File: src/rtl/dcs_pkg.sv
package dcs_pkg;
  localparam int DW      = 32;
  localparam int QW      = 16;
  localparam int TAG_W   = 64;
  localparam int IDW     = 3;
  localparam int QB_SH   = 4;

  localparam logic [IDW-1:0] TY_CSTALL = 3'd0;
  localparam logic [IDW-1:0] TY_COUNT  = 3'd1;
  localparam logic [IDW-1:0] TY_LAST   = 3'd7;

  typedef enum logic [1:0] {S_IDLE, S_FETCH, S_XFER, S_DONE} st_t;

  typedef struct packed {
    logic [DW-1:0]  dst;
    logic [QW-1:0]  qwc;
    logic [IDW-1:0] ty;
    logic           irq;
    logic           known;
    logic           last;
    logic           cstall;
  } tag_t;

  function automatic logic [DW-1:0] qw_bytes(input logic [QW-1:0] n);
    return DW'(n) << QB_SH;
  endfunction

  function automatic logic [DW-1:0] stall_target(input logic [DW-1:0] d,
                                                 input logic [QW-1:0] n);
    return d + qw_bytes(n);
  endfunction
endpackage

File: src/rtl/dcs_tag_decode.sv
module dcs_tag_decode
  import dcs_pkg::*;
(
  input  logic [TAG_W-1:0] word,
  output tag_t             tag
);
  logic unused_rsv;
  assign unused_rsv = ^word[27:16];

  always_comb begin
    tag.dst    = word[63:32];
    tag.qwc    = word[QW-1:0];
    tag.ty     = word[30:28];
    tag.irq    = word[31];
    tag.last   = (word[30:28] == TY_LAST);
    tag.cstall = (word[30:28] == TY_CSTALL);
    tag.known  = tag.last || tag.cstall || (word[30:28] == TY_COUNT);
  end
endmodule

File: src/rtl/dcs_fsm.sv
module dcs_fsm
  import dcs_pkg::*;
(
  input  logic clk,
  input  logic rst_n,
  input  logic start,
  input  logic pend_nz,
  input  logic tag_take,
  input  logic tag_ok,
  input  logic qwc_zero,
  input  logic fin,
  output st_t  state
);
  st_t nxt;

  always_comb begin
    nxt = state;
    case (state)
      S_IDLE:  if (start) nxt = pend_nz ? S_XFER : S_FETCH;
      S_FETCH: if (tag_take) nxt = tag_ok ? S_XFER : S_DONE;
      S_XFER:  if (qwc_zero) nxt = fin ? S_DONE : S_FETCH;
      default: nxt = S_IDLE;
    endcase
  end

  always_ff @(posedge clk or negedge rst_n)
    if (!rst_n) state <= S_IDLE;
    else        state <= nxt;
endmodule

File: src/rtl/dcs_seq.sv
module dcs_seq
  import dcs_pkg::*;
#(
  parameter int SAW = 14
) (
  input  logic           clk,
  input  logic           rst_n,
  input  logic           start,
  input  logic           tie_en,
  input  logic           stall_sel,
  input  logic [QW-1:0]  init_qwc,
  input  logic [DW-1:0]  init_dst,
  input  logic [SAW-1:0] init_src,
  input  logic [IDW-1:0] init_tag,
  output logic           tag_req,
  output logic [SAW-1:0] tag_addr,
  input  logic           tag_vld,
  input  logic [TAG_W-1:0] tag_word,
  output logic           mv_valid,
  input  logic           mv_ready,
  output logic [DW-1:0]  mv_dst,
  output logic [SAW-1:0] mv_src,
  output logic           busy,
  output logic           irq,
  output logic           err,
  output logic [DW-1:0]  stall_addr
);
  localparam logic [SAW-1:0] SRC_STEP = SAW'(1 << QB_SH);
  localparam logic [DW-1:0]  DST_STEP = DW'(1 << QB_SH);

  st_t            state;
  tag_t           tag;
  logic [DW-1:0]  dst_q;
  logic [SAW-1:0] src_q;
  logic [QW-1:0]  qwc_q;
  logic           fin_q, err_q;
  logic [DW-1:0]  stall_q;

  // named internal events
  logic start_take, tag_take, beat_take, qwc_zero;
  assign start_take = start && (state == S_IDLE);
  assign tag_take   = tag_req && tag_vld;
  assign beat_take  = mv_valid && mv_ready;
  assign qwc_zero   = (qwc_q == '0);

  dcs_tag_decode u_dec (.word(tag_word), .tag(tag));

  dcs_fsm u_fsm (
    .clk(clk), .rst_n(rst_n), .start(start_take),
    .pend_nz(init_qwc != '0), .tag_take(tag_take), .tag_ok(tag.known),
    .qwc_zero(qwc_zero), .fin(fin_q), .state(state)
  );

  always_ff @(posedge clk or negedge rst_n) begin
    if (!rst_n) begin
      dst_q   <= '0;
      src_q   <= '0;
      qwc_q   <= '0;
      fin_q   <= 1'b0;
      err_q   <= 1'b0;
      stall_q <= '0;
    end else if (start_take) begin
      dst_q <= init_dst;
      src_q <= init_src;
      qwc_q <= init_qwc;
      fin_q <= (init_qwc != '0) && (init_tag == TY_LAST);
      err_q <= 1'b0;
    end else if (tag_take) begin
      src_q <= src_q + SRC_STEP;
      if (tag.known) begin
        dst_q <= tag.dst;
        qwc_q <= tag.qwc;
        fin_q <= tag.last || (tie_en && tag.irq);
        if (tag.cstall && stall_sel) stall_q <= stall_target(tag.dst, tag.qwc);
      end else begin
        err_q <= 1'b1;
      end
    end else if (beat_take) begin
      dst_q <= dst_q + DST_STEP;
      src_q <= src_q + SRC_STEP;
      qwc_q <= qwc_q - 1'b1;
    end
  end

  assign tag_req    = (state == S_FETCH);
  assign tag_addr   = src_q;
  assign mv_valid   = (state == S_XFER) && !qwc_zero;
  assign mv_dst     = dst_q;
  assign mv_src     = src_q;
  assign busy       = (state == S_FETCH) || (state == S_XFER);
  assign irq        = (state == S_DONE);
  assign err        = err_q;
  assign stall_addr = stall_q;
endmodule

File: config.mk
export PLATFORM = sky130hd
export DESIGN_NAME = dcs_seq
export DESIGN_NICKNAME = d
export VERILOG_FILES = /design/src/rtl/dcs_pkg.sv /design/src/rtl/dcs_tag_decode.sv /design/src/rtl/dcs_fsm.sv /design/src/rtl/dcs_seq.sv
export SDC_FILE = /design/constraint.sdc
export NUM_CORES = 1
export LEC_CHECK = 0
export BUFFER_PORTS_ARGS = -buffer_cell sky130_fd_sc_hd__buf_2
export CORE_ASPECT_RATIO = 1.75
export CORE_UTILIZATION = 30
export DETAILED_ROUTE_END_ITERATION = 10
export GPL_TIMING_DRIVEN = 0
export PLACE_DENSITY = 0.61
export SYNTH_ARGS = -nofsm -noshare
export SYNTH_HDL_FRONTEND = slang
export SYNTH_SLANG_ARGS = --single-unit
File: constraint.sdc
create_clock -name clk -period 2.65 [get_ports clk]
set_clock_uncertainty 0.05 [all_clocks]
set_input_delay 0.53 -clock clk [delete_from_list [all_inputs] [get_ports clk]]
set_output_delay 0.53 -clock clk [all_outputs]
set_load 0.05 [all_outputs]
* Word-level counts from Yosys, hierarchy flattened
Index checks and enable logic that the tools add are counted.
** Operators by class
- Add/sub/neg operators :: 4
- Multipliers :: 0
- Div/mod/pow operators :: 0
- Order comparisons :: 0
- Eq/ne operators :: 11
- Shift-type cells :: 0
- Muxes and demuxes :: 24
- Bitwise logic cells :: 1
- Reductions and logical operators :: 24
** Operator list (number)
- $mux 32 :: 4
- $mux 16 :: 4
- $mux 14 :: 3
- $add 32x20->32 :: 1
- $add 32x5->32 const B :: 1
- $logic_not 16->1 :: 1
- $reduce_bool 16->1 :: 1
- $sub 16x1->16 const B :: 1
- $add 14x5->14 const B :: 1
- $mux 2 :: 5
- $logic_and 1x1->1 :: 7
- $mux 1 :: 7
- $eq 3x3->1 const B :: 2
- $ne 2x2->1 const B :: 3
- $pmux 2 s3 :: 1
- $reduce_and 2->1 :: 3
- $eq 2x2->1 const B :: 2
- $logic_or 1x1->1 :: 4
- $reduce_and 4->1 :: 1
- $reduce_bool 2->1 :: 2
- $eq 3x1->1 const B :: 1
- $logic_not 3->1 :: 1
- $ne 3x2->1 const B :: 1
- $reduce_and 3->1 :: 1
- other kinds (6) :: 6
** Word-level totals
- Flip-flop bits (word level) :: 98
- Latch bits :: 0
- Bits in writable memories :: 0
- ROM bits :: 0
- Input bits :: 136
- Logic and storage cells :: 71
- Memories kept :: 0

* Longest topological paths before layout
Gate-level depths: netlist (run 1).
- Depth after elaboration :: 7
- Depth in mapped cells :: 11
- Depth with buffers taken out :: 9

* Hierarchy
From an unflattened synthesis (run 1), not the netlist that was laid out.
** Second synthesis, totals
- Cells, all modules :: 856
- Area total of the unflattened synthesis :: 7019.2 um2
** Modules (own cells, without submodules)
- dcs_seq :: times used 1, cells each 789, area each 6496.2 um2, sequential area each 2402.3 um2
- dcs_tag_decode :: times used 1, cells each 55, area each 414.1 um2, sequential area each 0.0 um2
- dcs_fsm :: times used 1, cells each 12, area each 108.9 um2, sequential area each 50.0 um2

* Worst setup path before layout (run 1)
Ideal clock, no wire load.
- Path kind :: input to register
- From :: in tag_word[0]
- To :: reg stall_q[28], in the netlist stall_addr[28]
- Setup time :: 0.133 ns
- Arrival :: 2.499 ns
- Data required time :: 2.467 ns
- Slack :: -0.032 ns
- Stages :: 9
- Cells stage by stage :: ha_1 -> fa_1 -> a21o_1 -> a221oi_1 -> o221ai_1 -> a31o_2 -> nand3_1 -> xor2_1 -> o21ai_0
** Between the ends
- Longest elaborated chain between the ends :: 1
** Ends and longest elaborated chain
- start, declared :: line dcs_seq.sv:18 : input logic [TAG_W-1:0] tag_word,
- $add 32x20->32 :: line dcs_pkg.sv:30 : return d + qw_bytes(n);
- end signal, assigned :: line dcs_seq.sv:74 : if (tag.cstall && stall_sel) stall_q <= stall_target(tag.dst, tag.qwc);
- end, declared :: line dcs_seq.sv:37 : logic [DW-1:0] stall_q;
Every way passes these cells.
A chain may end at the register's enable or synchronous reset.

* Final worst setup path (run 1)
- From :: reg qwc_q[6]
- To :: out mv_valid
** Between the ends
- Longest elaborated chain between the ends :: 3
** Ends and longest elaborated chain
- start, declared :: line dcs_seq.sv:35 : logic [QW-1:0] qwc_q;
- start signal, assigned :: line dcs_seq.sv:65 : qwc_q <= init_qwc;
- start signal, assigned :: line dcs_seq.sv:72 : qwc_q <= tag.qwc;
- start signal, assigned :: line dcs_seq.sv:81 : qwc_q <= qwc_q - 1'b1;
- $logic_not 16->1 :: line dcs_seq.sv:44 : assign qwc_zero = (qwc_q == '0);
- $logic_not 1->1 :: line dcs_seq.sv:87 : assign mv_valid = (state == S_XFER) && !qwc_zero;
- $logic_and 1x1->1 :: line dcs_seq.sv:87
- end, declared :: line dcs_seq.sv:19 : output logic mv_valid,
Every way passes these cells.

==> flow_metrics.env, run 1 <==
export IMPL_powerDensity_mw_per_mm2=1240
export IMPL_firstDrtPassIters=5
export IMPL_power_frac_seq=0.269
export IMPL_ys_ff_latch=98
export IMPL_cts_max_path_buffers=2
export IMPL_critPathLaunchType="register"
export IMPL_clkPwrFrac=0.124
export IMPL_routabilityCongestion=0.919
export IMPL_route_antenna_remaining_nets=0
export IMPL_finalMaxSlewViolations=0
export IMPL_hp_class="in -> async"
export IMPL_grt_pass1_vias=7166
export IMPL_fin_crit_ns=2.60
export IMPL_fillers=2391
export IMPL_ys_flop_type="dfrtp_1"
export IMPL_internal_power_mw=4.87
export IMPL_reg2reg_slack_ns=0.10
export IMPL_arrival_ns=2.02
export IMPL_fmaxAchievable_ghz=0.385
export IMPL_rsz0062_at_grt="true"
export IMPL_irDropWorstVdd_mv=0.556
export IMPL_drv_cap=0
export IMPL_status="finished, final reports clean"
export IMPL_viasPerCell=5.45
export IMPL_rr_startpoint="qwc_q[6]"
export IMPL_drt_wl_total_mm=27.5
export IMPL_multi_input_area_sq_mm=0.00386
export IMPL_fp_dieW_microns=114
export IMPL_pin_count=233
export IMPL_comb_power_share=0.606
export IMPL_area_delta_synth_final_pct=31.6
export IMPL_yosys_warnings=0
export IMPL_critPathMaxFanout=3
export IMPL_endpoint_kind="primary output"
export IMPL_nets=1205
export IMPL_grt_total_usage=0.243
export IMPL_layout_common_cells="buf_2, nand2_1, dfrtp_1"
export IMPL_die_area_sq_mm=0.0225
export IMPL_fin_area_sq_mm=0.00865
export IMPL_synth_nets=958
export IMPL_ys_seq_area_frac=0.373
export IMPL_p_leak_nw=3.95
export IMPL_wl_per_cell_microns=20.5
export IMPL_drc=0
export IMPL_p_sw_frac=0.547
export IMPL_hpwl_mm=21.8
export IMPL_register_area_sq_mm=0.00245
export IMPL_setup_viol=0
export IMPL_antenna_found_initial=1
export IMPL_cts_reportedPaths_clkPinSlew_ns=0.07
export IMPL_r2r_end="mv_dst[17]"
export IMPL_slew_headroom=0.522
export IMPL_h_tree_depth=3
export IMPL_hold_viol=0
export IMPL_final_util=0.402
export IMPL_grt_max_degree=67
export IMPL_syn_inst=797
export IMPL_clock_root_buffer="clkbuf_16"
export IMPL_avgSynthCellArea_sq_um=8.24
export IMPL_hold_ws_ns=0.0735
export IMPL_cts_buffers=9
export IMPL_die_height_microns=198
export IMPL_power_switching_mw=5.89
export IMPL_drive_gt1_frac=0.307
export IMPL_setup_tns_ns=0
export IMPL_start_util=0.306
export IMPL_coreArea_sq_mm=0.0215
export IMPL_synth_edff_count=0
export IMPL_required_ns=2.07
export IMPL_clk_latency_ns=0.35
export IMPL_period_share=0.981
export IMPL_floorplan_rows=71
export IMPL_io_buffers=220
export IMPL_overflow=0
export IMPL_tightest_slew_ns=0.717
export IMPL_grt_first_pass_wirelength_mm=40.8
export IMPL_post_dp_cell_area_sq_mm=0.00807
export IMPL_ys_types=66
export IMPL_crit_type="reg -> out"
export IMPL_synthArstFlopShare=1.00
export IMPL_cts_sink_count=98
export IMPL_tritoncts="done"
export IMPL_cts_hold_buffers=0
export IMPL_netlist_area_sq_mm=0.00657
export IMPL_startpoint="qwc_q[6]"
export IMPL_final_common_cell="buf_2"
export IMPL_dr_first_iter_drc_count=518
export IMPL_reg2regPathDepth=8
export IMPL_num_vias=7313
==> worst max-delay path: stages (launching register included) <==
cell and delay [ns]:
dfrtp_1 0.38, or4_4 0.57, nor3_4 0.26, nand4_1 0.13, nand2_1 0.12, inv_1 0.06
buf_6 0.15
==> worst max path at each step <==
stage / endpoint / slack (ns) / depth (start not counted)
6_report: mv_valid / 0.05 / 6
4_1_cts: mv_valid / -0.02 / 6
3_5_place_dp: mv_dst[25] / -0.58 / 7
3_3_place_gp: mv_dst[15] / -0.51 / 10
5_1_grt: mv_valid / -0.04 / 6
2_1_floorplan: mv_dst[13] / 0.02 / 10
==> kinds of logic after synthesis <==
kind of cell             count (synthesis)  share of synthesized area
AO/OA/AOI/OAI                          270                      0.259
buffers and inverters                   71                     0.0528
flip-flops                              98                      0.373
multiplexers                            10                     0.0164
XOR/XNOR                                27                     0.0360
adder cells (fa/ha/maj)                 25                     0.0488
AND/OR/NAND/NOR                        296                      0.213
==> state kept, by name (all words and copies together), names as in the netlist <==
register / flops
err: 1
fin_q: 1
mv_dst: 32
mv_src: 14
qwc_q: 16
stall_addr: 32
u_fsm.state: 2
==> Yosys cell counts, drive strengths merged, types with 3 or more instances <==
cell type,number,share of area
or3,6,0.0057
mux2i,4,0.0061
a31oi,12,0.011
o221ai,3,0.0040
and2,8,0.0076
o22a,7,0.0093
xnor2,7,0.0093
o211ai,3,0.0034
nand3,26,0.020
a22oi,6,0.0069
a21o,8,0.0091
nor4,14,0.013
buf,25,0.026
o31ai,7,0.0080
nor2,50,0.030
clkbuf,33,0.019
xor2,20,0.027
a41oi,3,0.0069
a31o,3,0.0040
nand2,114,0.066
a21oi,73,0.056
or2,3,0.0029
dfrtp,98,0.37
a221oi,3,0.0040
nor3,37,0.030
nand4,8,0.0076
inv,13,0.0074
o21bai,3,0.0034
o311ai,7,0.0093
o22ai,6,0.0057
a221o,18,0.027
ha,24,0.046
and3,18,0.017
mux2,6,0.010
o21ai,95,0.072
==> what timing repair did <==
action / in CTS / in global routing
cloned: 0 / 1
setup buffers: 13 / 5
pin swaps: 7 / 10
resized for setup: 22 / 23
endpoints found under the setup margin: 88 / 75
hold endpoints to repair: 0 / 0
==> power groups by stage <==
stage               sequential, mW  clock (mW)  combinational [mW]
floorplan                     4.45           0                2.84
global placement              2.88           0                6.14
detailed placement            2.90           0                6.19
CTS                           2.87        1.35                6.40
global route                  2.98        1.40                6.94
finish                        2.90        1.34                6.52
==> area by class of cell <==
type                       instances  area share
antenna                            1    0.000289
timing repair buffer             240       0.151
tap                              292      0.0423
inverter                          13     0.00564
sequential                        98       0.284
clock buffer                      12      0.0285
buffer                            54      0.0373
multi-input combinational        628       0.446
clock inverter                     3     0.00463
==> routing by layer <==
metal  part of all wire  wire length [microns]  global-route usage  up-vias
li1                   -                      -                   -     3425
met1               0.36                   9950               0.256     3509
met2               0.52                  14400               0.440      287
met3              0.051                   1400              0.0398       92
met4              0.063                   1720               0.159        0
met5                  0                      0                   0        -
==> metrics by stage <==
step / total power [mW] / setup slack (ns) / std cells
CTS: 10.6 / -0.0226 / 1337
detailed placement: 9.08 / -0.582 / 1310
finish: 10.8 / 0.0496 / 1341
global placement: 9.02 / -0.512 / 1309
global route: 11.3 / -0.0377 / 1341
floorplan: 7.29 / 0.0212 / 797
No activity file was read; power rests on OpenSTA's default activity.
==> inputs of run 2 (changes only) <==
==> constraint.sdc (replaced) <==
create_clock -name clk -period 2.9 [get_ports clk]
set_clock_uncertainty 0.05 [all_clocks]
set_input_delay 0.58 -clock clk [delete_from_list [all_inputs] [get_ports clk]]
set_output_delay 0.58 -clock clk [all_outputs]
set_load 0.05 [all_outputs]
==> run 2 against run 1 <==
Final cell count shrank 1.0%. Register-to-register slack worse by 0.02 ns. Clock power shrank 7%. Count of clock-buffer cells in the layout fell by 1. Routed wire length is 2.3% lower. Sequential power fell by 8.6%.
==> flow_metrics.env, run 2 (same netlist as run 1, synthesis figures left out) <==
export IMPL_finalMaxSlewViolations=0
export IMPL_layout_common_cells="buf_2, nand2_1, dfrtp_1"
export IMPL_crit_type="reg -> out"
export IMPL_critPathLaunchType="register"
export IMPL_fmaxAchievable_ghz=0.351
export IMPL_cts_reportedPaths_clkPinSlew_ns=0.07
export IMPL_status="finished, final reports clean"
export IMPL_overflow=0
export IMPL_reg2regPathDepth=8
export IMPL_io_buffers=220
export IMPL_antenna_found_initial=2
export IMPL_rr_startpoint="mv_dst[4]"
export IMPL_critPathMaxFanout=4
export IMPL_slew_headroom=0.504
export IMPL_start_util=0.306
export IMPL_fp_dieW_microns=114
export IMPL_area_delta_synth_final_pct=28.1
export IMPL_wl_per_cell_microns=20.2
export IMPL_post_dp_cell_area_sq_mm=0.00807
export IMPL_crit_end="mv_valid"
export IMPL_hp_class="in -> async"
export IMPL_layout_setup_ws_ns=0.0479
export IMPL_hold_viol=0
export IMPL_final_util=0.391
export IMPL_nets=1191
export IMPL_place_ws_ns=-0.347
export IMPL_floorplan_rows=71
export IMPL_tightest_slew_ns=0.738
export IMPL_cts_buffers=9
export IMPL_cts_hold_buffers=0
export IMPL_r2r_end="mv_dst[29]"
export IMPL_tritoncts="done"
export IMPL_drt_wl_total_mm=26.8
export IMPL_endpoint_kind="primary output"
export IMPL_num_vias=7178
export IMPL_coreArea_sq_mm=0.0215
export IMPL_grt_max_degree=66
export IMPL_arrival_ns=2.22
export IMPL_finalPower_mw=9.57
export IMPL_viasPerCell=5.41
export IMPL_h_tree_depth=3
export IMPL_firstDrtPassIters=5
export IMPL_period_share=0.983
export IMPL_pin_count=233
export IMPL_dr_first_iter_drc_count=462
export IMPL_grt_first_pass_wirelength_mm=40.0
export IMPL_route_antenna_remaining_nets=0
export IMPL_hold_ws_ns=0.134
export IMPL_fillers=2333
export IMPL_startpoint="qwc_q[8]"
export IMPL_powerDensity_mw_per_mm2=1140
export IMPL_drv_cap=0
export IMPL_reg2reg_slack_ns=0.08
export IMPL_setup_viol=0
export IMPL_die_height_microns=198
export IMPL_routabilityCongestion=0.914
export IMPL_grt_pass1_vias=6983
export IMPL_fin_crit_ns=2.85
export IMPL_die_area_sq_mm=0.0225
export IMPL_drive_gt1_frac=0.285
export IMPL_irDropWorstVdd_mv=0.532
export IMPL_drc=0
export IMPL_p_leak_nw=3.82
export IMPL_cts_sink_count=98
export IMPL_cts_max_path_buffers=2
export IMPL_clock_root_buffer="clkbuf_16"
export IMPL_final_common_cell="buf_2"
export IMPL_grt_total_usage=0.240
export IMPL_fin_area_sq_mm=0.00842
export IMPL_clk_latency_ns=0.37
export IMPL_hpwl_mm=21.8
export IMPL_rsz0062_at_grt="false"
export IMPL_required_ns=2.27
run 2: cell types whose count changed in the layout (fill, tap and decap cells not counted), moves of 2 or more:
cell / before / now
buf_1: 0 / 3
buf_4: 32 / 19
buf_8: 2 / 0
clkbuf_1: 20 / 25
clkbuf_2: 10 / 7
clkbuf_4: 3 / 1
o221ai_1: 1 / 3
o221ai_2: 2 / 0
run 2: timing repair:
action / CTS / global route
cloned: 0 / 0
buffers inserted: 0 / 2
pin swaps: 0 / 3
gates resized for setup: 3 / 19
endpoints found under the setup margin: 41 / 59
run 2: final cells by class:
cell class | instances | area (sq um) | share of cell area
Multi-Input combinational cell | 628 | 3800 | 0.452
Timing Repair Buffer | 223 | 1150 | 0.136
Sequential cell | 98 | 2450 | 0.291
Inverter | 13 | 48.8 | 0.00580
Tap cell | 292 | 365 | 0.0434
Clock buffer | 11 | 253 | 0.0300
Antenna cell | 2 | 5.00 | 0.000595
Buffer | 57 | 303 | 0.0360
Clock inverter | 3 | 40.0 | 0.00476
run 2: metal layers:
layer / track usage / vias to the layer above / share of wire
met5: 0 / - / 0
met4: 0.143 / 0 / 0.053
met3: 0.0355 / 71 / 0.054
met2: 0.440 / 305 / 0.53
met1: 0.256 / 3404 / 0.36
li1: - / 3398 / -
run 2: worst min-delay path by stage:
stage,end
CTS,mv_dst[27]
global route,mv_dst[24]
finish,stall_addr[22]
floorplan,err
global placement,stall_addr[13]
detailed placement,stall_addr[13]
run 2: metrics by stage:
step           instances  TNS [ns]
2_1_floorplan        797         0
3_3_place_gp        1309     -8.42
3_5_place_dp        1310     -8.22
4_1_cts             1323         0
5_1_grt             1327         0
6_report            1327         0
run 2: report_power, final:
| group | total (mW) | switching, mW | internal (mW) |
|---|---|---|---|
| clock network | 1.25 | 0.544 | 0.704 |
| registers | 2.65 | 0.686 | 1.96 |
| logic | 5.68 | 4.06 | 1.61 |
run 2: critical path, stage by stage (launching register included):
cell and delay, ns:
dfrtp_1 0.42, or4_4 0.57, nor3_4 0.32, nand4_1 0.16, nand2_2 0.13, inv_1 0.04, clkbuf_4 0.20
==> inputs of run 3 (changes only) <==
==> constraint.sdc (replaced) <==
create_clock -name clk -period 3 [get_ports clk]
set_clock_uncertainty 0.05 [all_clocks]
set_input_delay 0.6 -clock clk [delete_from_list [all_inputs] [get_ports clk]]
set_output_delay 0.6 -clock clk [all_outputs]
set_load 0.05 [all_outputs]
==> run 3 against run 2 <==
Non-clock buffer count shrank 2. Clock power shrank 4%. First-iteration DRC count grew 3.9%. Sequential power shrank 3%. Final cell count shrank 0.15%. Global-route usage is essentially flat. Count of clock-buffer cells in the layout is the same. Setup slack gained 0.081 ns. Critical path type is now reg -> reg.
==> flow_metrics.env, run 3 (same netlist as run 1, synthesis figures left out) <==
export IMPL_coreArea_sq_mm=0.0215
export IMPL_floorplan_rows=71
export IMPL_die_area_sq_mm=0.0225
export IMPL_dr_first_iter_drc_count=480
export IMPL_period_share=0.957
export IMPL_num_vias=7185
export IMPL_fmaxAchievable_ghz=0.348
export IMPL_cts_reportedPaths_clkPinSlew_ns=0.06
export IMPL_clock_root_buffer="clkbuf_16"
export IMPL_antenna_found_initial=2
export IMPL_place_inst=1310
export IMPL_hold_viol=0
export IMPL_required_ns=3.19
export IMPL_powerDensity_mw_per_mm2=1100
export IMPL_multi_input_area_sq_mm=0.00379
export IMPL_grt_total_usage=0.240
export IMPL_wl_per_cell_microns=20.3
export IMPL_grt_max_degree=66
export IMPL_hold_ws_ns=0.153
export IMPL_grt_first_pass_wirelength_mm=40.1
export IMPL_final_common_cell="buf_2"
export IMPL_pin_count=233
export IMPL_critPathLaunchType="register"
export IMPL_finalPower_mw=9.22
export IMPL_fillers=2335
export IMPL_routabilityCongestion=0.914
export IMPL_drive_gt1_frac=0.277
export IMPL_crit_type="reg -> reg"
export IMPL_cts_max_path_buffers=2
export IMPL_clk_latency_ns=0.37
export IMPL_area_delta_synth_final_pct=27.6
export IMPL_slew_headroom=0.459
export IMPL_start_util=0.306
export IMPL_cts_buffers=9
export IMPL_nets=1189
export IMPL_drc=0
export IMPL_final_cell_count_no_fill=1325
export IMPL_arrival_ns=3.06
export IMPL_hp_class="in -> async"
export IMPL_critPathMaxFanout=10
export IMPL_cts_sink_count=98
export IMPL_tightest_slew_ns=0.807
export IMPL_fin_area_sq_mm=0.00839
export IMPL_irDropWorstVdd_mv=0.514
export IMPL_hpwl_mm=21.8
export IMPL_overflow=0
export IMPL_rsz0062_at_grt="false"
export IMPL_die_height_microns=198
export IMPL_postCtsSetupRepairBufs=0
export IMPL_post_dp_cell_area_sq_mm=0.00807
export IMPL_setup_viol=0
export IMPL_route_antenna_remaining_nets=0
export IMPL_drt_wl_total_mm=26.9
export IMPL_h_tree_depth=3
export IMPL_viasPerCell=5.42
export IMPL_tritoncts="done"
export IMPL_cts_hold_buffers=0
export IMPL_endpoint_kind="register"
export IMPL_layout_common_cells="buf_2, nand2_1, dfrtp_1"
export IMPL_p_leak_nw=3.80
export IMPL_fin_crit_ns=2.87
export IMPL_io_buffers=220
export IMPL_finalMaxSlewViolations=0
export IMPL_firstDrtPassIters=5
export IMPL_fp_dieW_microns=114
export IMPL_grt_pass1_vias=6998
export IMPL_register_area_sq_mm=0.00245
export IMPL_drv_cap=0
export IMPL_status="finished, final reports clean"
export IMPL_final_util=0.390
## run 3: path summary, 6_finish.rpt
check	start	to	slack (ns)	depth (start not counted)
min in group clk	init_src[1]	mv_src[1]	0.38	3
min reg2reg	stall_addr[13]	stall_addr[13]	0.43	2
min	rst_n	stall_addr[22]	0.15	1
max reg2reg	u_fsm.state[0]	qwc_q[12]	0.13	7
max	u_fsm.state[0]	qwc_q[12]	0.13	7
max in group asynchronous	rst_n	mv_dst[0]	2.03	2
## run 3: cell type report
class,count,area share
Multi-Input combinational cell,628,0.452
Buffer,57,0.0358
Inverter,13,0.00582
Clock buffer,11,0.0301
Timing Repair Buffer,221,0.135
Tap cell,292,0.0436
Antenna cell,2,0.000597
Clock inverter,3,0.00477
Sequential cell,98,0.292
## run 3: report_power, final
| part | total [mW] | leakage (nW) | internal [mW] | switching, mW |
|---|---|---|---|---|
| logic | 5.46 | 2.46 | 1.54 | 3.92 |
| registers | 2.56 | 1.20 | 1.90 | 0.667 |
| clock network | 1.20 | 0.147 | 0.680 | 0.515 |
| total | 9.22 | 3.80 | 4.12 | 5.10 |
## run 3: critical path, stage by stage, from the launching register on
cell and delay [ns]:
dfrtp_1 0.42, inv_1 0.09, ha_1 0.20, and2_1 0.56, clkbuf_1 0.50, clkbuf_1 0.55, nand2_1 0.21, o311ai_0 0.15
## run 3: what timing repair did
item	CTS	global route
resized for setup	1	12
setup endpoints to repair	10	51
endpoints found under the hold margin	0	0
## run 3: per-layer routing
layer	wire length [microns]	track usage	part of all wire	vias to the layer above
met2	14300	0.440	0.53	284
li1	-	-	-	3402
met1	9820	0.255	0.37	3430
met4	1400	0.146	0.052	0
met3	1360	0.0367	0.051	69
met5	0	0	0	-
## run 3: stage by stage
step	setup WS [ns]	TNS, ns
3_3_place_gp	-0.270	-4.81
3_5_place_dp	-0.267	-4.42
5_1_grt	0.000489	0
2_1_floorplan	0.248	0
6_report	0.129	0
4_1_cts	0.00499	0
